## config.mk

```make
export PLATFORM = sky130hd
export DESIGN_NAME = sbp_stream_prefetch
export DESIGN_NICKNAME = d
export VERILOG_FILES = /design/src/rtl/sbp_pkg.sv /design/src/rtl/sbp_rr_arb.sv /design/src/rtl/sbp_lru.sv /design/src/rtl/sbp_buf.sv /design/src/rtl/sbp_stream_prefetch.sv
export SDC_FILE = /design/constraint.sdc
export NUM_CORES = 1
export LEC_CHECK = 0
export BUFFER_PORTS_ARGS = -buffer_cell sky130_fd_sc_hd__buf_2
export CORE_UTILIZATION = 55
export CTS_BUF_LIST = sky130_fd_sc_hd__clkbuf_2
export DETAILED_ROUTE_END_ITERATION = 8
export HOLD_SLACK_MARGIN = 0.15
export PLACE_DENSITY = 0.72
export SYNTH_ARGS = -nofsm -noshare
export SYNTH_HDL_FRONTEND = slang
export SYNTH_SLANG_ARGS = --single-unit
```

## constraint.sdc

```tcl
create_clock -name clk -period 7.63 [get_ports clk]
set_clock_uncertainty 0.05 [all_clocks]
set_input_delay 1.526 -clock clk [delete_from_list [all_inputs] [get_ports clk]]
set_output_delay 1.526 -clock clk [all_outputs]
set_load 0.02 [all_outputs]
```

## src/rtl/sbp_pkg.sv

```systemverilog
package sbp_pkg;

  // Index reached by stepping off places forward from base on a ring of n.
  function automatic int unsigned ring_idx(int unsigned base, int unsigned off,
                                           int unsigned n);
    return (base + off) % n;
  endfunction

endpackage

```

## src/rtl/sbp_rr_arb.sv

```systemverilog
module sbp_rr_arb #(
  parameter int unsigned N = 4,
  localparam int unsigned IW = (N > 1) ? $clog2(N) : 1
) (
  input  logic          clk,
  input  logic          rst_n,
  input  logic [N-1:0]  req,
  input  logic          en,
  output logic [N-1:0]  gnt,
  output logic [IW-1:0] gnt_idx,
  output logic          gnt_any
);
  import sbp_pkg::*;

  logic [IW-1:0] ptr;
  int unsigned   cand;

  always_comb begin
    gnt     = '0;
    gnt_idx = '0;
    gnt_any = 1'b0;
    cand    = 0;
    for (int k = 0; k < int'(N); k++) begin
      cand = ring_idx(int'(ptr), k, N);
      if (en && !gnt_any && req[cand]) begin
        gnt_any       = 1'b1;
        gnt[cand]     = 1'b1;
        gnt_idx       = cand[IW-1:0];
      end
    end
  end

  always_ff @(posedge clk) begin
    if (!rst_n) ptr <= '0;
    else if (gnt_any) ptr <= (gnt_idx == IW'(N-1)) ? '0 : gnt_idx + 1'b1;
  end

  p_gnt_onehot_r9: assert property (@(posedge clk) disable iff (!rst_n)
    $onehot0(gnt));
  p_gnt_requested_r9: assert property (@(posedge clk) disable iff (!rst_n)
    (gnt & ~req) == '0);

endmodule

```

## src/rtl/sbp_lru.sv

```systemverilog
module sbp_lru #(
  parameter int unsigned N = 4,
  localparam int unsigned IW = (N > 1) ? $clog2(N) : 1
) (
  input  logic          clk,
  input  logic          rst_n,
  input  logic          touch,
  input  logic [IW-1:0] touch_idx,
  output logic [IW-1:0] victim_idx
);
  // rank 0 = most recently used, rank N-1 = victim
  logic [IW-1:0] rank [N];
  logic [N-1:0]  is_lru;

  always_comb begin
    victim_idx = '0;
    is_lru     = '0;
    for (int j = 0; j < int'(N); j++) begin
      if (rank[j] == IW'(N-1)) begin
        is_lru[j]  = 1'b1;
        victim_idx = IW'(j);
      end
    end
  end

  always_ff @(posedge clk) begin
    if (!rst_n) begin
      for (int j = 0; j < int'(N); j++) rank[j] <= IW'(j);
    end else if (touch) begin
      for (int j = 0; j < int'(N); j++) begin
        if (IW'(j) == touch_idx)            rank[j] <= '0;
        else if (rank[j] < rank[touch_idx]) rank[j] <= rank[j] + 1'b1;
      end
    end
  end

  p_single_victim_r4: assert property (@(posedge clk) disable iff (!rst_n)
    $countones(is_lru) == 1);

endmodule

```

## src/rtl/sbp_buf.sv

```systemverilog
module sbp_buf #(
  parameter int unsigned LW    = 16,
  parameter int unsigned DW    = 32,
  parameter int unsigned DEPTH = 4,
  parameter int unsigned GW    = 3,
  localparam int unsigned SW = (DEPTH > 1) ? $clog2(DEPTH) : 1,
  localparam int unsigned CW = $clog2(DEPTH + 1)
) (
  input  logic          clk,
  input  logic          rst_n,
  input  logic          flush,
  input  logic [LW-1:0] flush_line,
  input  logic          pop,
  input  logic          grant,
  input  logic          rsp_wr,
  input  logic [SW-1:0] rsp_slot,
  input  logic [DW-1:0] rsp_data,
  output logic          want,
  output logic [LW-1:0] req_line,
  output logic [SW-1:0] req_slot,
  output logic [GW-1:0] gen,
  output logic          head_valid,
  output logic          head_arrived,
  output logic [LW-1:0] head_line,
  output logic [DW-1:0] head_data
);

  function automatic logic [LW-1:0] step_line(logic [LW-1:0] l);
    return l + 1'b1;
  endfunction

  function automatic logic [SW-1:0] step_ptr(logic [SW-1:0] p);
    return (p == SW'(DEPTH-1)) ? '0 : p + 1'b1;
  endfunction

  logic             active;
  logic [LW-1:0]    nxt;
  logic [SW-1:0]    hd, tl;
  logic [CW-1:0]    cnt;
  logic [DEPTH-1:0] e_vld, e_arr;
  logic [LW-1:0]    e_line [DEPTH];
  logic [DW-1:0]    e_data [DEPTH];
  logic             rsp_take;

  assign want         = active && !flush && (cnt < CW'(DEPTH));
  assign req_line     = nxt;
  assign req_slot     = tl;
  assign head_valid   = e_vld[hd];
  assign head_arrived = e_arr[hd];
  assign head_line    = e_line[hd];
  assign head_data    = e_data[hd];
  assign rsp_take     = rsp_wr && e_vld[rsp_slot] && !e_arr[rsp_slot];

  always_ff @(posedge clk) begin
    if (!rst_n) begin
      active <= 1'b0;
      nxt    <= '0;
      hd     <= '0;
      tl     <= '0;
      cnt    <= '0;
      gen    <= '0;
      e_vld  <= '0;
      e_arr  <= '0;
    end else if (flush) begin
      active <= 1'b1;
      nxt    <= step_line(flush_line);
      hd     <= '0;
      tl     <= '0;
      cnt    <= '0;
      gen    <= gen + 1'b1;
      e_vld  <= '0;
      e_arr  <= '0;
    end else begin
      if (grant) begin
        e_line[tl] <= nxt;
        e_vld[tl]  <= 1'b1;
        e_arr[tl]  <= 1'b0;
        tl         <= step_ptr(tl);
        nxt        <= step_line(nxt);
      end
      if (rsp_take) begin
        e_arr[rsp_slot]  <= 1'b1;
        e_data[rsp_slot] <= rsp_data;
      end
      if (pop) begin
        e_vld[hd] <= 1'b0;
        e_arr[hd] <= 1'b0;
        hd        <= step_ptr(hd);
      end
      if (grant && !pop)      cnt <= cnt + 1'b1;
      else if (pop && !grant) cnt <= cnt - 1'b1;
    end
  end

  // Independent record of the last line requested by this stream.
  logic [LW-1:0] chk_last;
  logic          chk_ok;
  always_ff @(posedge clk) begin
    if (!rst_n) begin
      chk_last <= '0;
      chk_ok   <= 1'b0;
    end else if (flush) begin
      chk_last <= flush_line;
      chk_ok   <= 1'b1;
    end else if (grant) begin
      chk_last <= req_line;
    end
  end

  p_no_overflow_r5: assert property (@(posedge clk) disable iff (!rst_n)
    cnt <= CW'(DEPTH));
  p_grant_room_r5: assert property (@(posedge clk) disable iff (!rst_n)
    grant |-> (active && cnt < CW'(DEPTH)));
  p_stride_one_r6: assert property (@(posedge clk) disable iff (!rst_n)
    (grant && chk_ok) |-> (req_line == LW'(chk_last + 1'b1)));
  p_pop_arrived_r7: assert property (@(posedge clk) disable iff (!rst_n)
    pop |-> (head_valid && head_arrived));

endmodule

```

## src/rtl/sbp_stream_prefetch.sv

```systemverilog
module sbp_stream_prefetch #(
  parameter int unsigned NBUF  = 4,
  parameter int unsigned DEPTH = 4,
  parameter int unsigned LW    = 16,
  parameter int unsigned DW    = 32,
  parameter int unsigned GW    = 3,
  localparam int unsigned IW = (NBUF > 1) ? $clog2(NBUF) : 1,
  localparam int unsigned SW = (DEPTH > 1) ? $clog2(DEPTH) : 1,
  localparam int unsigned TW = IW + GW + SW
) (
  input  logic          clk,
  input  logic          rst_n,
  input  logic          miss_req,
  input  logic [LW-1:0] miss_line,
  output logic          ret_valid,
  output logic          ret_hit,
  output logic [DW-1:0] ret_data,
  output logic          mem_req_valid,
  output logic [LW-1:0] mem_req_line,
  output logic [TW-1:0] mem_req_tag,
  input  logic          mem_busy,
  input  logic          mem_rsp_valid,
  input  logic [TW-1:0] mem_rsp_tag,
  input  logic [DW-1:0] mem_rsp_data
);

  function automatic logic [TW-1:0] pack_tag(logic [IW-1:0] b, logic [GW-1:0] g,
                                             logic [SW-1:0] s);
    return {b, g, s};
  endfunction

  logic [NBUF-1:0] want, grant, pop, flush, rsp_wr, match;
  logic [NBUF-1:0] hv, ha;
  logic [LW-1:0]   req_line_a  [NBUF];
  logic [SW-1:0]   req_slot_a  [NBUF];
  logic [GW-1:0]   gen_a       [NBUF];
  logic [LW-1:0]   head_line_a [NBUF];
  logic [DW-1:0]   head_data_a [NBUF];

  logic [IW-1:0] gidx, sel, victim, touch_idx;
  logic          gany, any_match, accept, pop_any, alloc, stall_w;
  logic [IW-1:0] rsp_b;
  logic [GW-1:0] rsp_g;
  logic [SW-1:0] rsp_s;

  assign rsp_b = mem_rsp_tag[TW-1 -: IW];
  assign rsp_g = mem_rsp_tag[SW +: GW];
  assign rsp_s = mem_rsp_tag[SW-1:0];

  // Lowest-index head match wins.
  always_comb begin
    sel       = '0;
    any_match = 1'b0;
    for (int i = int'(NBUF) - 1; i >= 0; i--) begin
      if (match[i]) begin
        sel       = IW'(i);
        any_match = 1'b1;
      end
    end
  end

  assign accept    = miss_req && !ret_valid;
  assign pop_any   = accept && any_match && ha[sel];
  assign stall_w   = accept && any_match && !ha[sel];
  assign alloc     = accept && !any_match;
  assign touch_idx = pop_any ? sel : victim;

  genvar gi;
  generate
    for (gi = 0; gi < int'(NBUF); gi++) begin : g_buf
      assign match[gi]  = hv[gi] && (head_line_a[gi] == miss_line);
      assign pop[gi]    = pop_any && (sel == IW'(gi));
      assign flush[gi]  = alloc && (victim == IW'(gi));
      assign rsp_wr[gi] = mem_rsp_valid && (rsp_b == IW'(gi)) && (rsp_g == gen_a[gi]);

      sbp_buf #(.LW(LW), .DW(DW), .DEPTH(DEPTH), .GW(GW)) u_buf (
        .clk          (clk),
        .rst_n        (rst_n),
        .flush        (flush[gi]),
        .flush_line   (miss_line),
        .pop          (pop[gi]),
        .grant        (grant[gi]),
        .rsp_wr       (rsp_wr[gi]),
        .rsp_slot     (rsp_s),
        .rsp_data     (mem_rsp_data),
        .want         (want[gi]),
        .req_line     (req_line_a[gi]),
        .req_slot     (req_slot_a[gi]),
        .gen          (gen_a[gi]),
        .head_valid   (hv[gi]),
        .head_arrived (ha[gi]),
        .head_line    (head_line_a[gi]),
        .head_data    (head_data_a[gi])
      );
    end
  endgenerate

  sbp_rr_arb #(.N(NBUF)) u_arb (
    .clk     (clk),
    .rst_n   (rst_n),
    .req     (want),
    .en      (!mem_busy),
    .gnt     (grant),
    .gnt_idx (gidx),
    .gnt_any (gany)
  );

  sbp_lru #(.N(NBUF)) u_lru (
    .clk        (clk),
    .rst_n      (rst_n),
    .touch      (pop_any || alloc),
    .touch_idx  (touch_idx),
    .victim_idx (victim)
  );

  assign mem_req_valid = gany;
  assign mem_req_line  = req_line_a[gidx];
  assign mem_req_tag   = pack_tag(gidx, gen_a[gidx], req_slot_a[gidx]);

  always_ff @(posedge clk) begin
    if (!rst_n) begin
      ret_valid <= 1'b0;
      ret_hit   <= 1'b0;
      ret_data  <= '0;
    end else begin
      ret_valid <= pop_any || alloc;
      ret_hit   <= pop_any;
      if (pop_any) ret_data <= head_data_a[sel];
    end
  end

  p_idle_bus_r5: assert property (@(posedge clk) disable iff (!rst_n)
    mem_req_valid |-> !mem_busy);
  p_ret_pulse_r2: assert property (@(posedge clk) disable iff (!rst_n)
    ret_valid |=> !ret_valid);
  p_alloc_answer_r3: assert property (@(posedge clk) disable iff (!rst_n)
    alloc |=> (ret_valid && !ret_hit));
  p_stall_silent_r7: assert property (@(posedge clk) disable iff (!rst_n)
    stall_w |=> !ret_valid);

endmodule

```

======== Yosys cells after proc, flatten, opt, wreduce, memory -nomap -nowiden ========
Memory sizes are Yosys's and may differ from the RTL's. A register that Yosys moved wholly into a read port is not among the register bits.
Index checks and enable logic that the tools add are counted.
cells by class
  add/sub/neg operators ................... 33
  order comparisons ....................... 37
  eq/ne operators ......................... 32
  muxes and demuxes ....................... 266
  bitwise operators ....................... 42
  reductions and logical operators ........ 107
operator list
  kind                   count
  $mux 4                 48
  $mux 16                10
  $mux 1                 112
  $mux 2                 46
  $add 16x1->16 const B  5
  $logic_and 1x1->1      68
  $bmux 32 s2            1
  $eq 16x16->1           4
  $mux 32                2
  $and 4x4->4            12
  $or 4x4->4             11
  $bmux 1 s2             21
  $lt 2x3->1 const B     14
  $eq 2x2->1 const B     18
  $bmux 16 s2            1
  $not 4->4              8
  $mux 3                 10
  $add 2x1->2 const B    14
  $demux 1 s2            13
  $ge 2x1->1 const B     13
  $add 3x1->3 const B    8
  $logic_not 1->1        22
  $reduce_bool 2->1      8
  $eq 3x3->1             4
  16 further kinds       44
storage, ports and cells
  register bits ........................... 176
  bits in writable memories ............... 776
  memories kept ........................... 9
memory list
  memory                 depth  width  rd ports  clocked after Yosys merged registers in  write ports  line           source
  g_buf[0].u_buf.e_data  4      32     1         1                                        1            sbp_buf.sv:42  logic [DW-1:0] e_data [DEPTH];
  g_buf[1].u_buf.e_data  4      32     1         1                                        1            sbp_buf.sv:42
  g_buf[2].u_buf.e_data  4      32     1         1                                        1            sbp_buf.sv:42
  g_buf[3].u_buf.e_data  4      32     1         1                                        1            sbp_buf.sv:42
  g_buf[0].u_buf.e_line  4      16     1         1                                        1            sbp_buf.sv:41  logic [LW-1:0] e_line [DEPTH];
  g_buf[1].u_buf.e_line  4      16     1         1                                        1            sbp_buf.sv:41
  +3 memories            n/a    n/a    n/a       n/a                                      n/a          n/a

======== Logic depth before layout (Yosys ltp) ========
  depth after elaboration ................. 38
  depth in mapped cells ................... 24
  depth with buffers taken out ............ 19

======== By module ========
A second synthesis with hierarchy kept.
second synthesis, totals
  cell total of the unflattened synthesis .. 2598
  area total of the unflattened synthesis .. 41820.1 um^2
modules (own cells, without submodules)
  module                    times used  cells each  area an instance (um^2)  seq. area each (um^2)
  sbp_buf (g_buf[3].u_buf)  1           520         9241.4                   6506.2
  sbp_buf (g_buf[1].u_buf)  1           517         9213.8                   6506.2
  sbp_buf (g_buf[2].u_buf)  1           513         9161.3                   6506.2
  sbp_buf (g_buf[0].u_buf)  1           511         9153.8                   6506.2
  sbp_stream_prefetch       1           404         3803.6                   680.7
  sbp_lru                   1           68          691.9                    240.2
  sbp_rr_arb                1           65          554.3                    40.0

======== Worst setup path before layout ========
OpenSTA, ideal clock, no wires.
  path type ............................... input port to output port
  start point ............................. input miss_line[10]
  end point ............................... output mem_req_line[0]
  data arrival time ....................... 5.180 ns
  required time ........................... 6.054 ns
  setup slack ............................. 0.874 ns
  stages .................................. 14
  cells stage by stage .................... clkbuf_1 > xor2_1 > and3_1 > nor2_1 > or4b_4 > and4b_4 > buf_6 > a21o_1 > mux4_2 > a311oi_1 > a21o_1 > buf_2 > buf_4 > mux4_2
on the way
  word-level cells in the longest chain between the ends .. 32
RTL lines
  element                                       line                        source
  start, declared                               sbp_stream_prefetch.sv:14   input logic [LW-1:0] miss_line,
  $eq 16x16->1                                  sbp_stream_prefetch.sv:71   assign match[gi] = hv[gi] && (head_line_a[gi] == miss_line);
  $logic_and 1x1->1                             sbp_stream_prefetch.sv:71
  $mux 1 (3 in a row)                           sbp_stream_prefetch.sv:55   if (match[i]) begin
  $mux 1 *                                      sbp_stream_prefetch.sv:55
  $logic_not 1->1 *                             sbp_stream_prefetch.sv:65   assign alloc = accept && !any_match;
  $logic_and 1x1->1 *                           sbp_stream_prefetch.sv:65
  $logic_and 1x1->1                             sbp_stream_prefetch.sv:73   assign flush[gi] = alloc && (victim == IW'(gi));
  $logic_not 1->1                               sbp_buf.sv:45               assign want = active && !flush && (cnt < CW'(DEPTH));
  [... 11 more ...]                             n/a
  $logic_and 1x1->1 (2 in a row)                sbp_rr_arb.sv:25            if (en && !gnt_any && req[cand]) begin
  $mux 1                                        sbp_rr_arb.sv:25
  $logic_not 1->1                               sbp_rr_arb.sv:25
  $logic_and 1x1->1 (2 in a row)                sbp_rr_arb.sv:25
  $mux 2 *                                      sbp_rr_arb.sv:25
  $not 2->3 (implied by the code) *             sbp_stream_prefetch.sv:117  assign mem_req_line = req_line_a[gidx];
  $bmux 16 s2 *                                 sbp_stream_prefetch.sv:117
  $mux 16 (implied by the code) * (2 in a row)  sbp_stream_prefetch.sv:117
  end, declared                                 sbp_stream_prefetch.sv:19   output logic [LW-1:0] mem_req_line,
Mark *: on every way between the ends. The rest lies on a longest branch, timed or not. The select of a mux whose other input is x is not followed.

==> summary.md <==
| Metric | Value |
|---|---|
| # clock sinks | 960 |
| Minimum hold slack | 0.3508 ns |
| Wire length of the first global-routing pass | 168,100 um |
| Proportion of synthesized chip area in sequential cells | 65.44% |
| Total chip power | 0.01001 W |
| Effective utilization at floorplan | 55.48% |
| Hold path startpoint | mem_rsp_data[21] |
| Power density normalized to cell area | 218.2 nW/um^2 |
| Port buffer count | 117 |
| Number of nets in the synthesized netlist | 2,801 |
| Classification of the worst-slack hold path | input pin to flip-flop |
| Shortest clock period the worst path allows after layout | 7.513 ns |
| Startpoint-to-endpoint class of the critical path | flip-flop to output pin |
| TritonCTS clock tree | built |
| Final WL | 116,100 um |
| Fraction of layout cells with a size suffix above 1 | 27.76% |
| Core box area | 74,320 um^2 |
| Mapped cell area | 41,240 um^2 |
| Timing-limited maximum frequency | 0.1331 GHz |
| Actual slew at the worst max-slew pin | 1.350 ns |
| Total count of hold-check failures in the final report | 0 |
| DRC violation total after the first TritonRoute iteration | 2,681 |
| Register-to-register path setup slack | 1.51 ns |
| Synthesized flop and latch total | 960 |
| Clock root buffer | sky130_fd_sc_hd__clkbuf_2 |
| Crit path launch type | flip-flop |
| H-tree levels | 4 |
| Share of flip-flops with an asynchronous set or reset after synthesis | 0% |
| Vias per cell | 6.315 |
| Overall global routing resource usage | 31.04% |
| Number of buffers between clock root and the deepest sink | 3 |
| Post-route DRC | 0 |
| Run status | completed |
| Total clock buffers created by CTS | 224 |
| First-pass detailed-route iteration total | 6 |
| Die boundary height | 275.8 um |
| Critical Path Sink Type | output pin |
| Normalized max-slew margin | 9.168% |
| Netlist cell types | 86 |
| Clock-pin slew on the worst setup and hold paths | 0.12 ns |
| Number of vias in the routed layout | 26,055 |
| Fin Setup TNS | 0 ns |
| Warnings, synthesis | 0 |
| Half-perimeter wire length after detailed placement | 73,390 um |
| Setup repair after global routing missed its margin | true |
| Period utilization | 98.46% |
| Leftover overflow at the end of global routing | 0 |
| ANT nets after route | 0 |
| Post-Syn Area per Cell | 15.41 um^2 |
| Area taken by multi-input logic gates | 13,680 um^2 |
| Final design utilization | 61.71% |
| Final slew viol count | 0 |
| Ports | 118 |
| Area Overhead vs Synth | 11.22% |
| Rows | 100 |
| Clock insertion delay at the later pin of the skew report | 1.46 ns |
| Count of filler cells inserted in the layout | 5,604 |
| Number of antenna violations at the first check in global routing | 8 |
| Chip Width | 275.8 um |
| Die Area | 76,070 um^2 |
| Number of standard cells after synthesis | 2,676 |
| Placer congestion estimate | 1.028 |
| Mean routed wirelength per cell | 28.15 um |
| Synth Flop Type | sky130_fd_sc_hd__edfxtp_1 |
| Leakage power | 15.41 nW |
| Maximum number of pins on one net before global-route repair | 67 |
| Number of enable flip-flop cells after synthesis | 776 |
| Number of setup violations in the final report | 0 |
| Worst VDD drop | 0.1916 mV |
| Seq. cell area | 27,020 um^2 |
| Data required time of the worst path | 6.05 ns |
| Post-layout net count | 3,081 |
| Data arrival at the endpoint of the critical path | 5.94 ns |
| Biggest fanout along the worst timing path | 11 |
| Number of global-route vias before repair | 26,127 |
| Max-cap violations | 0 |
## flip-flops by register name (all words and copies together), names as in the netlist, named ones only
name,count
g_buf.u_buf.gen,12
g_buf.u_buf.req_line,64
g_buf.u_buf.hd,8
g_buf.u_buf.req_slot,8
g_buf.u_buf.e_arr,16
g_buf.u_buf.cnt,12
g_buf.u_buf.e_line,256
g_buf.u_buf.e_vld,16
g_buf.u_buf.e_data,512
u_lru.rank,8
ret_hit,1
ret_data,32
ret_valid,1
g_buf.u_buf.active,4
u_arb.ptr,2
## critical path, cell delays in order, from the launching register on
cell and delay [ns]:
sky130_fd_sc_hd__dfxtp_4 0.38, sky130_fd_sc_hd__buf_8 0.14, sky130_fd_sc_hd__buf_8 0.18, sky130_fd_sc_hd__mux4_2 0.57, sky130_fd_sc_hd__nand2b_1 0.20, sky130_fd_sc_hd__o21ai_0 0.18, sky130_fd_sc_hd__nor4_4 0.09, sky130_fd_sc_hd__nand2_2 0.15
sky130_fd_sc_hd__nand4b_4 0.19, sky130_fd_sc_hd__o21ai_1 0.48, sky130_fd_sc_hd__nor2_1 0.10, sky130_fd_sc_hd__mux4_2 0.55, sky130_fd_sc_hd__a21oi_2 0.16, sky130_fd_sc_hd__a21o_2 0.17, sky130_fd_sc_hd__buf_12 0.14, sky130_fd_sc_hd__clkbuf_16 0.15
sky130_fd_sc_hd__mux4_2 0.52, sky130_fd_sc_hd__buf_6 0.15
## cell type report
type,instances,area share [%]
inverter,66,0.5402
clock inverter,78,0.9631
clock buffer,344,3.754
sequential,960,58.91
timing repair buffer,209,3.326
tap,969,2.644
antenna,5,0.02728
multi-input combinational,1495,29.84
## logic make-up after synthesis
kind of cell,after synthesis,share of synthesized area [%]
flops,960,65.44
simple gates,636,7.749
compound gates,376,6.427
mux,264,12.83
buf+inv,222,2.254
xor+xnor,153,3.250
fa+ha+maj,65,2.045
## Yosys cell counts, types with 10 or more instances
cell type | n | share of area [%]
sky130_fd_sc_hd__a211oi_1 | 21 | 0.38
sky130_fd_sc_hd__a21boi_0 | 10 | 0.18
sky130_fd_sc_hd__a21oi_1 | 109 | 1.3
sky130_fd_sc_hd__a31oi_1 | 16 | 0.24
sky130_fd_sc_hd__a41o_1 | 32 | 0.78
sky130_fd_sc_hd__and2_1 | 14 | 0.21
sky130_fd_sc_hd__and3_1 | 37 | 0.56
sky130_fd_sc_hd__buf_2 | 26 | 0.32
sky130_fd_sc_hd__clkbuf_1 | 109 | 0.99
sky130_fd_sc_hd__dfxtp_1 | 184 | 8.9
sky130_fd_sc_hd__edfxtp_1 | 776 | 57
sky130_fd_sc_hd__ha_1 | 61 | 1.9
sky130_fd_sc_hd__inv_1 | 63 | 0.57
sky130_fd_sc_hd__mux2i_1 | 46 | 1.1
sky130_fd_sc_hd__mux4_2 | 211 | 12
sky130_fd_sc_hd__nand2_1 | 179 | 1.6
sky130_fd_sc_hd__nand2b_1 | 49 | 0.74
sky130_fd_sc_hd__nand3_1 | 73 | 0.89
sky130_fd_sc_hd__nand4_1 | 61 | 0.93
sky130_fd_sc_hd__nor2_1 | 126 | 1.1
sky130_fd_sc_hd__nor2b_1 | 16 | 0.24
sky130_fd_sc_hd__nor3_1 | 22 | 0.27
sky130_fd_sc_hd__o211ai_1 | 15 | 0.27
sky130_fd_sc_hd__o21a_1 | 14 | 0.25
sky130_fd_sc_hd__o21ai_0 | 61 | 0.74
sky130_fd_sc_hd__or3_1 | 12 | 0.18
sky130_fd_sc_hd__xnor2_1 | 112 | 2.4
sky130_fd_sc_hd__xor2_1 | 41 | 0.87
## per-stage QoR
stage                     instance area, um^2  std cells  worst slack, ns
after global placement                  42970       3663           0.5268
final                                   45860       4126           0.1173
after floorplan                         41240       2676           0.8743
after detailed placement                42970       3663           0.3271
after CTS                               45590       4114         -0.01423
after global routing                    45850       4123          -0.1303
## path summary, 6_finish.rpt
path | to | cells past startpoint
worst max-delay path | mem_req_line[0] | 17
worst min-delay path | g_buf[0].u_buf.e_data[1][21] | 1
worst max register to register | u_lru.rank[2][0] | 13
worst min register to register | ret_data[2] | 2
## per-layer routing
layer	wire length, um	share of wire, %	GRT usage, %	vias up
met3	10090	8.7	7.473	309
met1	42840	37	38.20	13146
met2	57000	49	50.98	1414
li1	-	-	-	11180
met5	39	0.034	0	-
met4	6161	5.3	16.50	6
## cell usage in the layout, fill, tap and decap left out, drive strengths merged, types with 9 or more instances in the layout
master,count
edfxtp,776
clkbuf,345
mux4,211
buf,206
dfxtp,184
nand2,179
nor2,128
xnor2,112
a21oi,109
inv,75
nand3,73
o21ai,66
clkinv,66
nand4,61
ha,61
nand2b,49
mux2i,46
xor2,41
and3,38
a41o,32
nor3,22
a211oi,22
a31oi,16
nor2b,16
o211ai,15
and2,15
o21a,14
or3,12
a21boi,12
nor4,10
o2111ai,9
a2111oi,9
## timing repair
item	in CTS	in global routing
pin swaps	9	7
hold buffers	2	0
resized for setup	27	42
endpoints found under the setup margin	23	21
endpoints found under the hold margin	2	0
setup buffers	25	7
gates cloned	2	1
## where the power goes
part           switching [W]  leakage [nW]  internal, W
Combinational       0.000462          5.16     0.000300
Sequential          0.000154          8.62      0.00572
Clock                0.00208          1.63      0.00129
(Power assumes the default switching activity.)
